### config.mk
export PLATFORM = sky130hd
export DESIGN_NAME = bfc_sequencer
export DESIGN_NICKNAME = d
export VERILOG_FILES = /design/src/rtl/bfc_pkg.sv /design/src/rtl/bfc_decode.sv /design/src/rtl/bfc_burst.sv /design/src/rtl/bfc_outreg.sv /design/src/rtl/bfc_sequencer.sv
export SDC_FILE = /design/constraint.sdc
export NUM_CORES = 1
export LEC_CHECK = 0
export BUFFER_PORTS_ARGS = -buffer_cell sky130_fd_sc_hd__buf_2
export CORE_AREA = 4 4 118 120
export DETAILED_ROUTE_END_ITERATION = 7
export DIE_AREA = 0 0 122 124
export GPL_TIMING_DRIVEN = 1
export SETUP_SLACK_MARGIN = 0.3
export SKIP_CTS_REPAIR_TIMING = 1
export SKIP_LAST_GASP = 1
export SLEW_MARGIN = 20
export SYNTH_ARGS = -nofsm -noshare
export SYNTH_HDL_FRONTEND = slang
export SYNTH_HIERARCHICAL = 1
export SYNTH_SLANG_ARGS = --single-unit
### constraint.sdc
create_clock -name clk -period 6.5 [get_ports clk]
set_input_delay 0.325 -clock clk [delete_from_list [all_inputs] [get_ports clk]]
set_output_delay 0.325 -clock clk [all_outputs]
set_load 0.1 [all_outputs]
### src/rtl/bfc_pkg.sv
package bfc_pkg;

  typedef enum logic [1:0] {
    CMD_NOP  = 2'd0,
    CMD_LOAD = 2'd1,
    CMD_CONT = 2'd2
  } bfc_cmd_e;

  // low two bits of a burst beat from start offset and beat index
  function automatic logic [1:0] beat_lsb(input logic [1:0] start,
                                          input logic [1:0] idx,
                                          input logic       ilv);
    beat_lsb = ilv ? (start ^ idx) : 2'(start + idx);
  endfunction

endpackage

### src/rtl/bfc_decode.sv
module bfc_decode
  import bfc_pkg::*;
(
  input  logic     load_n,
  input  logic     write_n,
  input  logic     single,
  input  logic     prev_act,
  input  logic     prev_wr,
  input  logic     prev_ddr,
  output bfc_cmd_e cmd,
  output logic     eff_wr,
  output logic     eff_ddr,
  output logic     act
);

  always_comb begin
    if (!load_n) begin
      cmd     = CMD_LOAD;
      eff_wr  = ~write_n;
      eff_ddr = ~single;
    end else if (write_n && prev_act) begin
      // continue: direction and rate come from the previous command
      cmd     = CMD_CONT;
      eff_wr  = prev_wr;
      eff_ddr = prev_ddr;
    end else begin
      // plain no-op, or continue with nothing to continue
      cmd     = CMD_NOP;
      eff_wr  = prev_wr;
      eff_ddr = prev_ddr;
    end
    act = (cmd != CMD_NOP);
  end

endmodule

### src/rtl/bfc_burst.sv
module bfc_burst
  import bfc_pkg::*;
#(
  parameter int ADDR_W = 20
) (
  input  logic              clk,
  input  logic              rst_n,
  input  bfc_cmd_e          cmd,
  input  logic              ddr,
  input  logic [ADDR_W-1:0] base_addr,
  input  logic              order_in,
  output logic [ADDR_W-1:0] beat_a,
  output logic [ADDR_W-1:0] beat_b
);

  localparam int UP_W = ADDR_W - 2;
  localparam int NBEAT = 2;

  logic [1:0]      start_q, start_n;
  logic [1:0]      idx_q, idx_n;
  logic [UP_W-1:0] up_q, up_n;
  logic            ilv_q, ilv_n;
  logic            upd;

  always_comb begin
    start_n = start_q;
    idx_n   = idx_q;
    up_n    = up_q;
    ilv_n   = ilv_q;
    upd     = 1'b0;
    unique case (cmd)
      CMD_LOAD: begin
        start_n = base_addr[1:0];
        idx_n   = 2'd0;
        up_n    = base_addr[ADDR_W-1:2];
        ilv_n   = order_in;
        upd     = 1'b1;
      end
      CMD_CONT: begin
        idx_n = 2'(idx_q + (ddr ? 2'd2 : 2'd1));
        upd   = 1'b1;
      end
      default: ;
    endcase
  end

  always_ff @(posedge clk or negedge rst_n) begin
    if (!rst_n) begin
      start_q <= '0;
      idx_q   <= '0;
      up_q    <= '0;
      ilv_q   <= 1'b0;
    end else if (upd) begin
      start_q <= start_n;
      idx_q   <= idx_n;
      up_q    <= up_n;
      ilv_q   <= ilv_n;
    end
  end

  logic [ADDR_W-1:0] beat [NBEAT];

  for (genvar g = 0; g < NBEAT; g++) begin : g_beat
    assign beat[g] = {up_n, beat_lsb(start_n, 2'(idx_n + 2'(g)), ilv_n)};
  end

  assign beat_a = beat[0];
  assign beat_b = beat[1];

  assert_load_restarts_R9: assert property (@(posedge clk) disable iff (!rst_n)
    (cmd == CMD_LOAD) |=> (idx_q == 2'd0));

endmodule

### src/rtl/bfc_outreg.sv
module bfc_outreg
  import bfc_pkg::*;
#(
  parameter int ADDR_W = 20
) (
  input  logic              clk,
  input  logic              rst_n,
  input  bfc_cmd_e          cmd,
  input  logic              eff_wr,
  input  logic              eff_ddr,
  input  logic [ADDR_W-1:0] beat_a,
  input  logic [ADDR_W-1:0] beat_b,
  output bfc_cmd_e          cmd_q,
  output logic              rd_q,
  output logic              wr_q,
  output logic              ddr_q,
  output logic              hiz_q,
  output logic [ADDR_W-1:0] a0_q,
  output logic [ADDR_W-1:0] a1_q
);

  logic              act;
  logic              rd_n, wr_n, ddr_n, hiz_n;
  logic [ADDR_W-1:0] a0_n, a1_n;

  always_comb begin
    act   = (cmd != CMD_NOP);
    rd_n  = act & ~eff_wr;
    wr_n  = act &  eff_wr;
    ddr_n = act &  eff_ddr;
    hiz_n = ~act;
    a0_n  = beat_a;
    a1_n  = eff_ddr ? beat_b : beat_a;
  end

  always_ff @(posedge clk or negedge rst_n) begin
    if (!rst_n) begin
      cmd_q <= CMD_NOP;
      rd_q  <= 1'b0;
      wr_q  <= 1'b0;
      ddr_q <= 1'b0;
      hiz_q <= 1'b1;
    end else begin
      cmd_q <= cmd;
      rd_q  <= rd_n;
      wr_q  <= wr_n;
      ddr_q <= ddr_n;
      hiz_q <= hiz_n;
    end
  end

  // addresses only move when a beat is scheduled
  always_ff @(posedge clk or negedge rst_n) begin
    if (!rst_n) begin
      a0_q <= '0;
      a1_q <= '0;
    end else if (act) begin
      a0_q <= a0_n;
      a1_q <= a1_n;
    end
  end

  assert_one_dir_R1: assert property (@(posedge clk) disable iff (!rst_n)
    !(rd_q && wr_q));

  assert_cont_follows_R4: assert property (@(posedge clk) disable iff (!rst_n)
    (cmd_q == CMD_CONT) |-> ($past(cmd_q) != CMD_NOP));

  assert_cont_dir_R2: assert property (@(posedge clk) disable iff (!rst_n)
    (cmd_q == CMD_CONT) |-> (rd_q == $past(rd_q) && wr_q == $past(wr_q)));

  assert_rate_held_R10: assert property (@(posedge clk) disable iff (!rst_n)
    (cmd_q == CMD_CONT) |-> (ddr_q == $past(ddr_q)));

  assert_upper_kept_R9: assert property (@(posedge clk) disable iff (!rst_n)
    (cmd_q == CMD_CONT) |-> (a0_q[ADDR_W-1:2] == $past(a0_q[ADDR_W-1:2])));

  assert_ddr_step_R9: assert property (@(posedge clk) disable iff (!rst_n)
    (cmd_q == CMD_CONT && ddr_q) |->
      (a0_q[1] != $past(a0_q[1]) && a0_q[0] == $past(a0_q[0])));

  assert_pair_R7: assert property (@(posedge clk) disable iff (!rst_n)
    ddr_q |-> (a1_q[0] != a0_q[0] && a1_q[ADDR_W-1:2] == a0_q[ADDR_W-1:2]));

  assert_single_R8: assert property (@(posedge clk) disable iff (!rst_n)
    ((rd_q || wr_q) && !ddr_q) |-> (a1_q == a0_q));

  assert_nop_hiz_R3: assert property (@(posedge clk) disable iff (!rst_n)
    (cmd_q == CMD_NOP) |-> (hiz_q && !rd_q && !wr_q && !ddr_q));

endmodule

### src/rtl/bfc_sequencer.sv
module bfc_sequencer
  import bfc_pkg::*;
#(
  parameter int ADDR_W = 20
) (
  input  logic              clk,
  input  logic              rst_n,
  input  logic              fc_load_n,
  input  logic              fc_write_n,
  input  logic              fc_single,
  input  logic              order_ilv,
  input  logic [ADDR_W-1:0] base_addr,
  output logic [1:0]        cmd_o,
  output logic              rd_stb,
  output logic              wr_stb,
  output logic              ddr_beat,
  output logic              bus_hiz,
  output logic [ADDR_W-1:0] beat0_addr,
  output logic [ADDR_W-1:0] beat1_addr
);

  localparam int SYNC_N = 2;

  // reset: asserted at once, released after SYNC_N edges
  logic [SYNC_N-1:0] rs_q;
  logic              rst_i_n;

  always_ff @(posedge clk or negedge rst_n) begin
    if (!rst_n) rs_q <= '0;
    else        rs_q <= {rs_q[SYNC_N-2:0], 1'b1};
  end
  assign rst_i_n = rs_q[SYNC_N-1];

  // previous-command latch
  logic act_q, wr_q, ddr_q;
  logic act_n, wr_n, ddr_n;

  bfc_cmd_e cmd;
  logic     eff_wr, eff_ddr, act;

  bfc_decode u_dec (
    .load_n   (fc_load_n),
    .write_n  (fc_write_n),
    .single   (fc_single),
    .prev_act (act_q),
    .prev_wr  (wr_q),
    .prev_ddr (ddr_q),
    .cmd      (cmd),
    .eff_wr   (eff_wr),
    .eff_ddr  (eff_ddr),
    .act      (act)
  );

  always_comb begin
    act_n = act;
    wr_n  = act ? eff_wr  : wr_q;
    ddr_n = act ? eff_ddr : ddr_q;
  end

  always_ff @(posedge clk or negedge rst_i_n) begin
    if (!rst_i_n) begin
      act_q <= 1'b0;
      wr_q  <= 1'b0;
      ddr_q <= 1'b0;
    end else begin
      act_q <= act_n;
      wr_q  <= wr_n;
      ddr_q <= ddr_n;
    end
  end

  logic [ADDR_W-1:0] beat_a, beat_b;

  bfc_burst #(.ADDR_W(ADDR_W)) u_burst (
    .clk       (clk),
    .rst_n     (rst_i_n),
    .cmd       (cmd),
    .ddr       (eff_ddr),
    .base_addr (base_addr),
    .order_in  (order_ilv),
    .beat_a    (beat_a),
    .beat_b    (beat_b)
  );

  bfc_cmd_e cmd_r;

  bfc_outreg #(.ADDR_W(ADDR_W)) u_out (
    .clk     (clk),
    .rst_n   (rst_i_n),
    .cmd     (cmd),
    .eff_wr  (eff_wr),
    .eff_ddr (eff_ddr),
    .beat_a  (beat_a),
    .beat_b  (beat_b),
    .cmd_q   (cmd_r),
    .rd_q    (rd_stb),
    .wr_q    (wr_stb),
    .ddr_q   (ddr_beat),
    .hiz_q   (bus_hiz),
    .a0_q    (beat0_addr),
    .a1_q    (beat1_addr)
  );

  assign cmd_o = cmd_r;

  assert_load_seen_R1: assert property (@(posedge clk) disable iff (!rst_i_n)
    ($past(rst_i_n) && !$past(fc_load_n)) |-> (cmd_o == 2'd1));

  assert_nop_req_R3: assert property (@(posedge clk) disable iff (!rst_i_n)
    ($past(rst_i_n) && $past(fc_load_n) && !$past(fc_write_n)) |-> bus_hiz);

endmodule

==> results.tsv <==
stage	metric	value	unit
run_status	outcome	finished clean	
clock_network	Max Root-Sink Buffers	2	
routing	Residual DRC	0	
pwr	Static Leak	0.00200	uW
final_layout	Fill cells	1307	
placement	port buffer count	71	
routing	met3 wire len	463	um
sta	Fin Clk Skew	8.10	ps
sta	min Tclk post-route	2910	ps
yosys	dominant cell type by area after synthesis	dfrtp_1	
yosys	Post-synth ARST share	100	%
setup_path	most numerous cell on the critical path	nand2_1	
global_routing	first-pass GRT wire length	13000	um
sta	Slew Viols, Final	0	
setup_path	Worst Path Max Fanout	26	
placement	GP Congestion	0.698	
yosys	Post-synth top cells	dfrtp_1, mux2_2, mux2_4	
clock_network	clk slew on worst S/H paths	60	ps
yosys	EDFF count, synth	0	
global_routing	all-layer global routing usage	11.2	%
yosys	XOR/XNOR Fraction of Synth Area	1.61	%
yosys	Syn Nets	310	
yosys	Synth Area in Adders	2.06	%
die	core footprint	13000	um^2
setup_path	CP required	6750	ps
setup_path	Critical-path top delay cell	ha_2	
sta	final worst path period share	44.8	%
routing	1st-pass router iterations	4	
clock_network	Root Buffer	clkbuf_16	
die	num rows	42	
setup_path	CP Cell Sequence	buf_2, inv_2, nor2_2, buf_4, ha_2, nand2_1, o21ai_2, inv_1, ha_1, nand2_1, xor3_1, xnor2_1, mux2i_1, a21oi_1	
routing	antenna-violating nets left	0	
yosys	Synth area leaders	dfrtp_1, mux2_4, mux2_2, mux2i_1, buf_4	
yosys	most common cell in the netlist	dfrtp_1	
placement	hpwl dp	5430	um
yosys	Compound-Gate Fraction of Synth Area	3.70	%
die	die area	15100	um^2
die	IO Count	72	
die	Starting Density	28.1	%
yosys	synthesized area	3650	um^2
yosys	simple-gate portion of the synthesized area	4.66	%
yosys	post-synth top area share	50.1	%
routing	WL met1	3510	um
sta	unrepaired setup endpoints after global routing	no	
clock_network	CTS Buf Count	9	
routing	met2 WL	3940	um
pwr	Worst IR Drop VDD	181	uV
yosys	largest family of logic cells by synthesized area	multiplexers	
pwr	P per Cell Area	506	nW/um^2
clock_network	# H-tree levels	3	
yosys	Synth Warn #	6	
sta	Setup TNS Final	0	ps
yosys	post-synthesis mux area share	28.0	%
routing	wire per inst	15.7	um
sta	Hold Violations, Final	0	
sta	slew margin rel.	32.8	%
final_layout	ant diodes	0	
die	die height	124	um
routing	Starting DRT DRC Count	70	
setup_path	critical path start-end classification	primary input to flip-flop	
yosys	Distinct cells, synth	29	
yosys	number of synthesized register bits	74	
global_routing	grt ovf	0	
clock_network	clk_lat worst skew	330	ps
setup_path	Worst setup SP type	primary input	
yosys	cell count after synthesis	278	
die	chip width	122	um
final_layout	proportion of layout cells with a drive suffix above 1	46.5	%
setup_path	Critical Path End Type	flip-flop	
global_routing	largest net degree at the start of global routing	73	
yosys	Avg Cell Area, Syn	13.1	um^2
setup_path	WP data arrival	3160	ps
sta	Least-Margin Pin Slew	1000	ps
final_layout	P&R area growth vs syn	17.5	%
global_routing	initial antenna violation count	0	
clock_network	clock sink total	74	
global_routing	vias in the first global route	2377	
routing	Total Routed Length	7970	um
clock_network	CTS tree	done	
final_layout	Final #Nets	360	
yosys	sequential share of the synthesized area	50.8	%
routing	top layer reached by signal wires	met4	
sta	Final setup viols	0	
min_path	Hold WC Path Type	primary input to async pin	
routing	Vias/cell	4.25	
job	MaxCap Viol Count	0	
sta	fmax	343	MHz
yosys	Primary FF master, synth	dfrtp_1	
sta	WHS	306	ps
routing	via count	2161	
setup_path	Worst path max stage delay	780	ps
layout make-up:
class,count,area [um^2],area share [%]
Tap cell,176,220,5.14
Clock buffer,11,243,5.66
Inverter,10,45.0,1.05
Clock inverter,5,55.1,1.28
Multi-Input combinational cell,158,1480,34.5
Sequential cell,74,1860,43.3
Timing Repair Buffer,75,388,9.05
routing by layer:
metal  track usage, %  up-vias
met4             2.52        0
met5                0        -
met1             13.9     1069
met3             4.27        6
met2             18.8       46
li1                 -     1040
logic make-up after synthesis:
| group | count (synthesis) |
|---|---|
| buffers and inverters | 46 |
| other | 1 |
| adder cells (fa/ha/maj) | 6 |
| XOR/XNOR | 5 |
| multiplexers | 84 |
| AO/OA/AOI/OAI | 26 |
| AND/OR/NAND/NOR | 36 |
| flip-flops | 74 |
report_power, final:
group / internal, uW / switching (uW) / total [uW]
clock: 306 / 188 / 494
sequential: 591 / 72.9 / 664
combinational: 239 / 770 / 1010
total: 1140 / 1030 / 2170
state kept, by name, indices dropped and copies added, names as in the netlist:
name	flops
u_out/a1_q	20
ddr_q	1
u_burst/up_q	18
u_out/wr_q	1
u_burst/idx_q	2
u_burst/ilv_q	1
u_out/a0_q	20
u_out/cmd_q	2
u_out/hiz_q	1
u_burst/start_q	2
u_out/ddr_q	1
u_out/rd_q	1
rs_q	2
wr_q	1
act_q	1
worst paths after layout:
check,from,end,slack [ps],depth (start not counted)
max,fc_load_n,u_out/a1_q[1]$_DFFE_PN0P_,3590,14
min,rst_n,rs_q[1]$_DFF_PN0_,310,2
max reg2reg,act_q$_DFF_PN0_,u_out/a1_q[1]$_DFFE_PN0P_,3670,13
min reg2reg,rs_q[0]$_DFF_PN0_,rs_q[1]$_DFF_PN0_,350,0
max in group asynchronous,rs_q[1]$_DFF_PN0_,u_out/cmd_q[1]$_DFF_PN0_,5420,0
min in group clk,fc_load_n,act_q$_DFF_PN0_,310,2
stage by stage:
stage	instances	cell area [um^2]	power [uW]	setup WS, ps	utilization, %
floorplan	278	3650	1560	4140	-
global placement	492	3980	1680	2960	30.6
detailed placement	492	3980	1690	2840	30.6
CTS	508	4270	2200	3190	32.9
global route	509	4290	2270	3330	33.0
finish	509	4290	2170	3590	33.0
layout by cell type (no fill, tap or decap):
| cell type | n |
|---|---|
| a21oi_1 | 20 |
| a31oi_1 | 1 |
| and2_1 | 2 |
| buf_2 | 71 |
| buf_4 | 3 |
| bufinv_16 | 1 |
| clkbuf_1 | 1 |
| clkbuf_16 | 9 |
| clkbuf_8 | 1 |
| clkinv_2 | 2 |
| clkinvlp_4 | 2 |
| conb_1 | 1 |
| dfrtp_1 | 72 |
| dfrtp_4 | 1 |
| dfstp_2 | 1 |
| dlygate4sd3_1 | 1 |
| ha_1 | 5 |
| ha_2 | 1 |
| inv_1 | 8 |
| inv_2 | 1 |
| inv_8 | 1 |
| mux2_1 | 2 |
| mux2_2 | 30 |
| mux2_4 | 28 |
| mux2i_1 | 24 |
| nand2_1 | 10 |
| nor2_1 | 2 |
| nor2_2 | 1 |
| nor3_1 | 20 |
| o21ai_0 | 3 |
| o21ai_2 | 1 |
| o21ai_4 | 1 |
| or2_1 | 1 |
| xnor2_1 | 2 |
| xor2_1 | 2 |
| xor3_1 | 1 |
critical path, delay by kind of cell:
kind / cells / cell delay (ps)
XOR/XNOR: 2 / 390
AO/OA/AOI/OAI: 2 / 300
AND/OR/NAND/NOR: 3 / 300
adder cells (fa/ha/maj): 2 / 960
multiplexers: 1 / 90
buffers and inverters: 4 / 800
No activity file was read; power rests on OpenSTA's default activity.
